**src/rtl/bwd_pkg.sv**
```systemverilog
package bwd_pkg;

    localparam int BAR_W  = 32;  // width of a BAR value as written by software
    localparam int IDX_W  = 3;   // width of a BAR slot index
    localparam int LOG2_W = 6;   // width of one window-size exponent field

    typedef enum logic {
        WIN_MEM = 1'b0,
        WIN_IO  = 1'b1
    } win_kind_e;

    typedef struct packed {
        logic              valid;
        logic [IDX_W-1:0]  idx;
        win_kind_e         kind;
        logic [BAR_W-1:0]  value;
    } bar_wr_t;

    // all-ones write: a size probe that must not move a window
    function automatic logic is_probe(input logic [BAR_W-1:0] v);
        return &v;
    endfunction

    // does the written value carry a usable address for its window kind
    function automatic logic carries_addr(input win_kind_e k, input logic [BAR_W-1:0] v);
        if (k == WIN_IO)
            return v != BAR_W'(1);
        else
            return |v[BAR_W-1:2];
    endfunction

    // remove the type bits from the written value
    function automatic logic [BAR_W-1:0] strip_type(input win_kind_e k, input logic [BAR_W-1:0] v);
        if (k == WIN_IO)
            return {v[BAR_W-1:1], 1'b0};
        else
            return {v[BAR_W-1:2], 2'b00};
    endfunction

endpackage

```
**src/rtl/bwd_window.sv**
```systemverilog
module bwd_window
    import bwd_pkg::*;
#(
    parameter int              ADDR_W    = 40,
    parameter int              SLOT      = 0,
    parameter int              SIZE_LOG2 = 8,
    parameter logic [ADDR_W-1:0] IO_OFS  = '0,
    parameter logic [ADDR_W-1:0] MEM_OFS = '0
) (
    input  logic              clk,
    input  logic              rst,
    input  bar_wr_t           wr,
    input  logic [ADDR_W-1:0] lk_addr,
    output logic              match,
    output logic [ADDR_W-1:0] offset
);

    localparam logic [ADDR_W:0]  SPAN    = (ADDR_W+1)'(1) << SIZE_LOG2;
    localparam logic [IDX_W-1:0] MY_SLOT = IDX_W'(SLOT);

    logic              en_q;
    logic [ADDR_W-1:0] base_q;
    logic              mine;
    logic              take;
    logic [ADDR_W-1:0] base_next;
    logic              above_lo;
    logic              below_hi;

    assign mine      = wr.valid && (wr.idx == MY_SLOT);
    assign take      = mine && !is_probe(wr.value) && carries_addr(wr.kind, wr.value);
    assign base_next = ADDR_W'(strip_type(wr.kind, wr.value))
                     + ((wr.kind == WIN_IO) ? IO_OFS : MEM_OFS);

    always_ff @(posedge clk) begin
        if (rst) begin
            en_q   <= 1'b0;
            base_q <= '0;
        end else if (take) begin
            en_q   <= 1'b1;
            base_q <= base_next;
        end
    end

    assign above_lo = lk_addr >= base_q;
    assign below_hi = {1'b0, lk_addr} < ({1'b0, base_q} + SPAN);
    assign match    = en_q && above_lo && below_hi;
    assign offset   = lk_addr - base_q;

    // reset leaves the window off with a zero base
    a_r1_reset_clears: assert property (@(posedge clk)
        rst |=> (!en_q && base_q == '0));

    // once on, a window stays on until reset
    a_r5_window_stays_enabled: assert property (@(posedge clk) disable iff (rst)
        en_q |=> en_q);

    // a size probe moves nothing
    a_r4_probe_keeps_window: assert property (@(posedge clk) disable iff (rst)
        (mine && is_probe(wr.value)) |=> ($stable(en_q) && $stable(base_q)));

    // R3 (and R2): a value without an address leaves the window as it was
    a_r3_no_address_keeps_window: assert property (@(posedge clk) disable iff (rst)
        (mine && !carries_addr(wr.kind, wr.value)) |=> ($stable(en_q) && $stable(base_q)));

endmodule

```
**src/rtl/bwd_pick.sv**
```systemverilog
module bwd_pick
    import bwd_pkg::*;
#(
    parameter int N      = 6,
    parameter int ADDR_W = 40
) (
    input  logic [N-1:0]             match,
    input  logic [N-1:0][ADDR_W-1:0] offs,
    output logic                     any,
    output logic [IDX_W-1:0]         idx,
    output logic [ADDR_W-1:0]        off
);

    // scan from the top so the lowest matching index is written last
    always_comb begin
        any = 1'b0;
        idx = '0;
        off = '0;
        for (int i = N - 1; i >= 0; i--) begin
            if (match[i]) begin
                any = 1'b1;
                idx = IDX_W'(i);
                off = offs[i];
            end
        end
    end

endmodule

```
**src/rtl/bar_window_decoder.sv**
```systemverilog
module bar_window_decoder
    import bwd_pkg::*;
#(
    parameter int                           NUM_BARS  = 6,
    parameter int                           ADDR_W    = 40,
    parameter logic [NUM_BARS*LOG2_W-1:0]   SIZE_LOG2 = {6'd10, 6'd20, 6'd4, 6'd16, 6'd12, 6'd8},
    parameter logic [ADDR_W-1:0]            IO_OFS    = 40'h10_0000_0000,
    parameter logic [ADDR_W-1:0]            MEM_OFS   = 40'h20_0000_0000
) (
    input  logic              clk,
    input  logic              rst,
    input  logic              wr_en,
    input  logic [2:0]        wr_idx,
    input  logic              wr_io,
    input  logic [31:0]       wr_value,
    input  logic              lk_en,
    input  logic [ADDR_W-1:0] lk_addr,
    output logic              hit,
    output logic [2:0]        hit_idx,
    output logic [ADDR_W-1:0] hit_off
);

    bar_wr_t                          wr_cmd;
    logic [NUM_BARS-1:0]              match_v;
    logic [NUM_BARS-1:0][ADDR_W-1:0]  offs_v;
    logic                             any_hit;
    logic [IDX_W-1:0]                 win_idx;
    logic [ADDR_W-1:0]                win_off;

    assign wr_cmd = '{valid: wr_en, idx: wr_idx, kind: win_kind_e'(wr_io), value: wr_value};

    for (genvar g = 0; g < NUM_BARS; g++) begin : g_win
        bwd_window #(
            .ADDR_W    (ADDR_W),
            .SLOT      (g),
            .SIZE_LOG2 (int'(SIZE_LOG2[g*LOG2_W +: LOG2_W])),
            .IO_OFS    (IO_OFS),
            .MEM_OFS   (MEM_OFS)
        ) u_win (
            .clk     (clk),
            .rst     (rst),
            .wr      (wr_cmd),
            .lk_addr (lk_addr),
            .match   (match_v[g]),
            .offset  (offs_v[g])
        );
    end

    bwd_pick #(
        .N      (NUM_BARS),
        .ADDR_W (ADDR_W)
    ) u_pick (
        .match (match_v),
        .offs  (offs_v),
        .any   (any_hit),
        .idx   (win_idx),
        .off   (win_off)
    );

    always_ff @(posedge clk) begin
        if (rst) begin
            hit     <= 1'b0;
            hit_idx <= '0;
            hit_off <= '0;
        end else if (lk_en && any_hit) begin
            hit     <= 1'b1;
            hit_idx <= win_idx;
            hit_off <= win_off;
        end else begin
            hit     <= 1'b0;
            hit_idx <= '0;
            hit_off <= '0;
        end
    end

    function automatic logic [ADDR_W:0] span_of(input logic [IDX_W-1:0] i);
        return (ADDR_W+1)'(1) << SIZE_LOG2[int'(i)*LOG2_W +: LOG2_W];
    endfunction

    function automatic logic [NUM_BARS-1:0] below_mask(input logic [IDX_W-1:0] i);
        return NUM_BARS'((1 << i) - 1);
    endfunction

    // a hit is reported only for a lookup that was presented
    a_r9_hit_needs_lookup: assert property (@(posedge clk) disable iff (rst)
        hit |-> $past(lk_en));

    // a reported index always names an existing BAR
    a_r10_index_in_range: assert property (@(posedge clk) disable iff (rst)
        hit |-> (int'(hit_idx) < NUM_BARS));

    // the reported offset lies inside the winning window
    a_r6_offset_inside_window: assert property (@(posedge clk) disable iff (rst)
        (hit && int'(hit_idx) < NUM_BARS) |-> ({1'b0, hit_off} < span_of(hit_idx)));

    // no lower-indexed window matched the lookup that hit
    a_r7_lowest_wins: assert property (@(posedge clk) disable iff (rst)
        hit |-> (($past(match_v) & below_mask(hit_idx)) == '0));

endmodule

```
**config.mk**
```make
export PLATFORM = sky130hd
export DESIGN_NAME = bar_window_decoder
export DESIGN_NICKNAME = d
export VERILOG_FILES = /design/src/rtl/bwd_pkg.sv /design/src/rtl/bwd_window.sv /design/src/rtl/bwd_pick.sv /design/src/rtl/bar_window_decoder.sv
export SDC_FILE = /design/constraint.sdc
export NUM_CORES = 1
export LEC_CHECK = 0
export BUFFER_PORTS_ARGS = -buffer_cell sky130_fd_sc_hd__buf_2
export CELL_PAD_IN_SITES_DETAIL_PLACEMENT = 0
export CELL_PAD_IN_SITES_GLOBAL_PLACEMENT = 1
export CORE_MARGIN = 2
export CORE_UTILIZATION = 40
export CTS_BUF_LIST = sky130_fd_sc_hd__clkbuf_16
export DETAILED_ROUTE_END_ITERATION = 10
export GPL_ROUTABILITY_DRIVEN = 0
export GPL_TIMING_DRIVEN = 0
export PLACE_DENSITY_LB_ADDON = 0.1
export SLEW_MARGIN = 20
export SYNTH_ARGS = -nofsm -noshare
export SYNTH_HDL_FRONTEND = slang
export SYNTH_SLANG_ARGS = --single-unit
export TNS_END_PERCENT = 30
```
**constraint.sdc**
```tcl
create_clock -name clk -period 4.9 [get_ports clk]
set_input_delay 0.245 -clock clk [delete_from_list [all_inputs] [get_ports clk]]
set_output_delay 0.245 -clock clk [all_outputs]
set_load 0.05 [all_outputs]
```
==> out/results.txt <==
Status - complete, but fails checks
Failing checks - setup timing
Die area - 0.06820 mm2
Routed wire length - 121.8 mm
Final Hold Violating Endpoints - 0
Post-synthesis sequential area ratio - 18.77%
Portion of netlist area occupied by mux cells - 7.232%
Period utilisation layout - 101.4%
Static Leak - 0.01284 uW
Initial Util - 40.31%
Number of synthesized flops with an enable pin - 0
CTS Buf Count - 35
Post-synthesis compound-gate area fraction - 22.73%
Min Tclk post-route - 4971 ps
WS Path Type - flip-flop to flip-flop
Synth cell types - 93
Top-level I/O count - 124
Hold WS - 79.79 ps
Clock sinks - 248
Crit path setup slack, layout - -70.54 ps
Area Growth Syn to Fin - 17.40%
Largest family of logic cells by synthesized area - compound AO/OA/AOI/OAI gates
Via count - 27,942
Synth Area in Adders - 16.16%
Vias in the first global route - 27,142
Max rail drop VDD - 0.0002339 V
Pwr Density - 211.0 mW/mm2
Final Skew - 24.64 ps
Slew margin rel. - 22.90%
# port buffers - 91
CTS Hold Bufs - 0
# setup viols final - 8
Top-area cell type share of the netlist area - 18.77%
Max Fanout on Critical Path - 5
Max clock buf depth - 3
CP max-delay cell - or4_4
Yosys warns - 0
Hold Path Class - input port to flip-flop
DR iter-0 viols - 2,242
WP data arrival - 5400 ps
Global-route wire length before repair - 174.3 mm
Synth area leaders - dfxtp_1 19%, ha_1 16%, mux2i_1 7.2%
CTS clk-pin slew, worst paths - 60 ps
Syn Inst Count - 3,478
Post-DP HPWL - 94.86 mm
Die width - 261.2 um
CP Capture Type - flip-flop
Layout Utilization - 47.32%
Nets - 4,086
Ys async rst share - 0%
Vias/cell - 6.125
FF+latch count, synth - 248
Syn_nets - 3,896
Simple-gate share of the synthesized area - 20.07%
First drt pass iteration count - 5
Power Total - 6551 uW
Most common cell after layout, fill and taps aside - nor2_1
Syn avg cell area - 7.605 um2
Max incr delay on CP - 500 ps
Row count - 94
Post-route ant nets - 0
Yosys top cell by area - dfxtp_1
Mapped cell area - 0.02645 mm2
Initial antenna violation count - 6
Crit path required time - 5320 ps
Total negative setup slack - -218.5 ps
MaxCap Viol Count - 0
Fmax - 201.2 MHz
CP cell instances - inv_2 -> nor3_4 -> and3_4 -> nand3_4 -> nor3_4 -> nand2_2 -> nor4_4 -> nand3_2 -> xnor2_1 -> ha_1 -> nand4_1 -> or4_4 -> a311o_1 -> a21oi_2 -> a211oi_4 -> and2_4 -> buf_12 -> a221oi_4 -> a21oi_2 -> o211ai_1 -> a31oi_1
RSZ-0062 raised after global routing - yes
Crit start category - flip-flop
Later-pin clock latency in the skew report - 580 ps
Wirelength per Cell - 26.71 um
Share of cells above drive strength 1 - 12.77%
Largest net degree at the start of global routing - 13
Most frequent cells in the layout - 382 x nor2_1, 330 x ha_1, 255 x inv_1, 247 x a21oi_1, 240 x dfxtp_1
Delay-heaviest family, CP - simple AND/OR/NAND/NOR gates
Prevailing post-synth register cell - dfxtp_1
Core Area - 0.06563 mm2
Remaining global-route overflow - 0
Die height - 261.2 um
Drt drc - 0
CTS tree - built
Post-synthesis xor/xnor area fraction - 8.642%
Overall routing resource usage - 34.73%
Slew Limit Fails - 0
Fillers - 6,619
Worst-Margin Slew - 1157 ps
CP Buf/Inv Count - 2
Root buffer cell - clkbuf_16
CTS H-tree depth - 2
==> routing by layer <==
metal / up-vias / share of wire (%) / global-route usage, %
met2: 1239 / 46 / 57.80
li1: 12930 / - / -
met5: - / 0.011 / 0
met4: 2 / 7.2 / 21.75
met3: 363 / 6.7 / 4.297
met1: 13408 / 40 / 42.57
==> synthesized netlist by cell type, types with 32 or more instances <==
cell and number:
a21oi_1 278, nor3_1 72, and3_1 38, nand3_1 118, nor4_1 33, clkbuf_1 113, inv_1 259, dfxtp_1 248
nand2b_1 35, buf_2 33, a31oi_1 40, nand2_1 206, nor2b_1 32, mux2i_1 190, nor2_1 396, a211oi_1 39
nand4_1 78, xnor2_1 204, ha_1 332, xor2_1 57, a21o_1 119, o21ai_0 127
==> worst register-to-register path: stages, from the launching register on <==
cell	delay (ps)
dfxtp_2	340
inv_2	60
nor3_4	190
and3_4	230
nand3_4	110
nor3_4	240
nand2_2	100
nor4_4	260
nand3_2	140
xnor2_1	150
ha_1	310
nand4_1	170
or4_4	500
a311o_1	400
a21oi_2	230
a211oi_4	60
and2_4	190
buf_12	140
a221oi_4	350
a21oi_2	70
o211ai_1	390
a31oi_1	190
==> power by group <==
part           switching, uW  internal (uW)  leakage (uW)
registers               32.6           2050       0.00201
clock network           1090           1450      0.000552
logic                   1270            657        0.0103
total                   2390           4160        0.0128
==> sequential cells by signal, summed over array words and instances (netlist names) <==
signal	count
g_win.u_win.base_q	198
g_win.u_win.en_q	6
hit	1
hit_idx	3
hit_off	40
==> kinds of logic (layout without fill, tap and decap cells) <==
family,count (synthesis),in the layout
other,0,3
adders and majority gates,338,338
buffers and inverters,423,640
AOI/OAI and AO/OA,908,908
and+or+nand+nor,1109,1109
DFF,248,248
muxes,191,191
xor gates and xnor gates,261,261
==> stage by stage <==
stage | instances | instance area, um2 | setup WS, ps
detailed placement | 4433 | 27990 | -1877
finish | 4562 | 31050 | -70.54
global placement | 4433 | 27990 | -1930
floorplan | 3478 | 26450 | 146.6
global route | 4559 | 31050 | -191.1
CTS | 4522 | 30160 | -247.4
==> area by class of cell <==
cell class	instances	area [um2]	area share (%)
Antenna cell	3	7.507	0.02418
Sequential cell	248	4980	16.04
Buffer	162	893.4	2.877
Tap cell	864	1081	3.481
Clock inverter	28	214.0	0.6890
Multi-Input combinational cell	2807	20960	67.49
Timing Repair Buffer	154	1025	3.300
Inverter	260	993.5	3.199
Clock buffer	36	900.9	2.901
==> worst paths after layout <==
| check | cells past startpoint | slack (ps) | start | end |
|---|---|---|---|---|
| max | 21 | -70 | g_win[5].u_win.base_q[14]$_SDFFE_PP0P_ | hit_off[18]$_SDFF_PP0_ |
| min | 4 | 80 | wr_io | g_win[1].u_win.base_q[37]$_SDFFE_PP0P_ |
| max reg2reg | 21 | -70 | g_win[5].u_win.base_q[14]$_SDFFE_PP0P_ | hit_off[18]$_SDFF_PP0_ |
| min reg2reg | 2 | 450 | g_win[4].u_win.en_q$_SDFFE_PP0P_ | g_win[4].u_win.en_q$_SDFFE_PP0P_ |
==> what timing repair did <==
item                                    CTS  global route
gates resized for setup                 172           146
gates cloned                              2             1
pin swaps                                35            71
endpoints found under the setup margin   44            44
setup buffers                            24            37
Power figures use the tool's default switching activity.
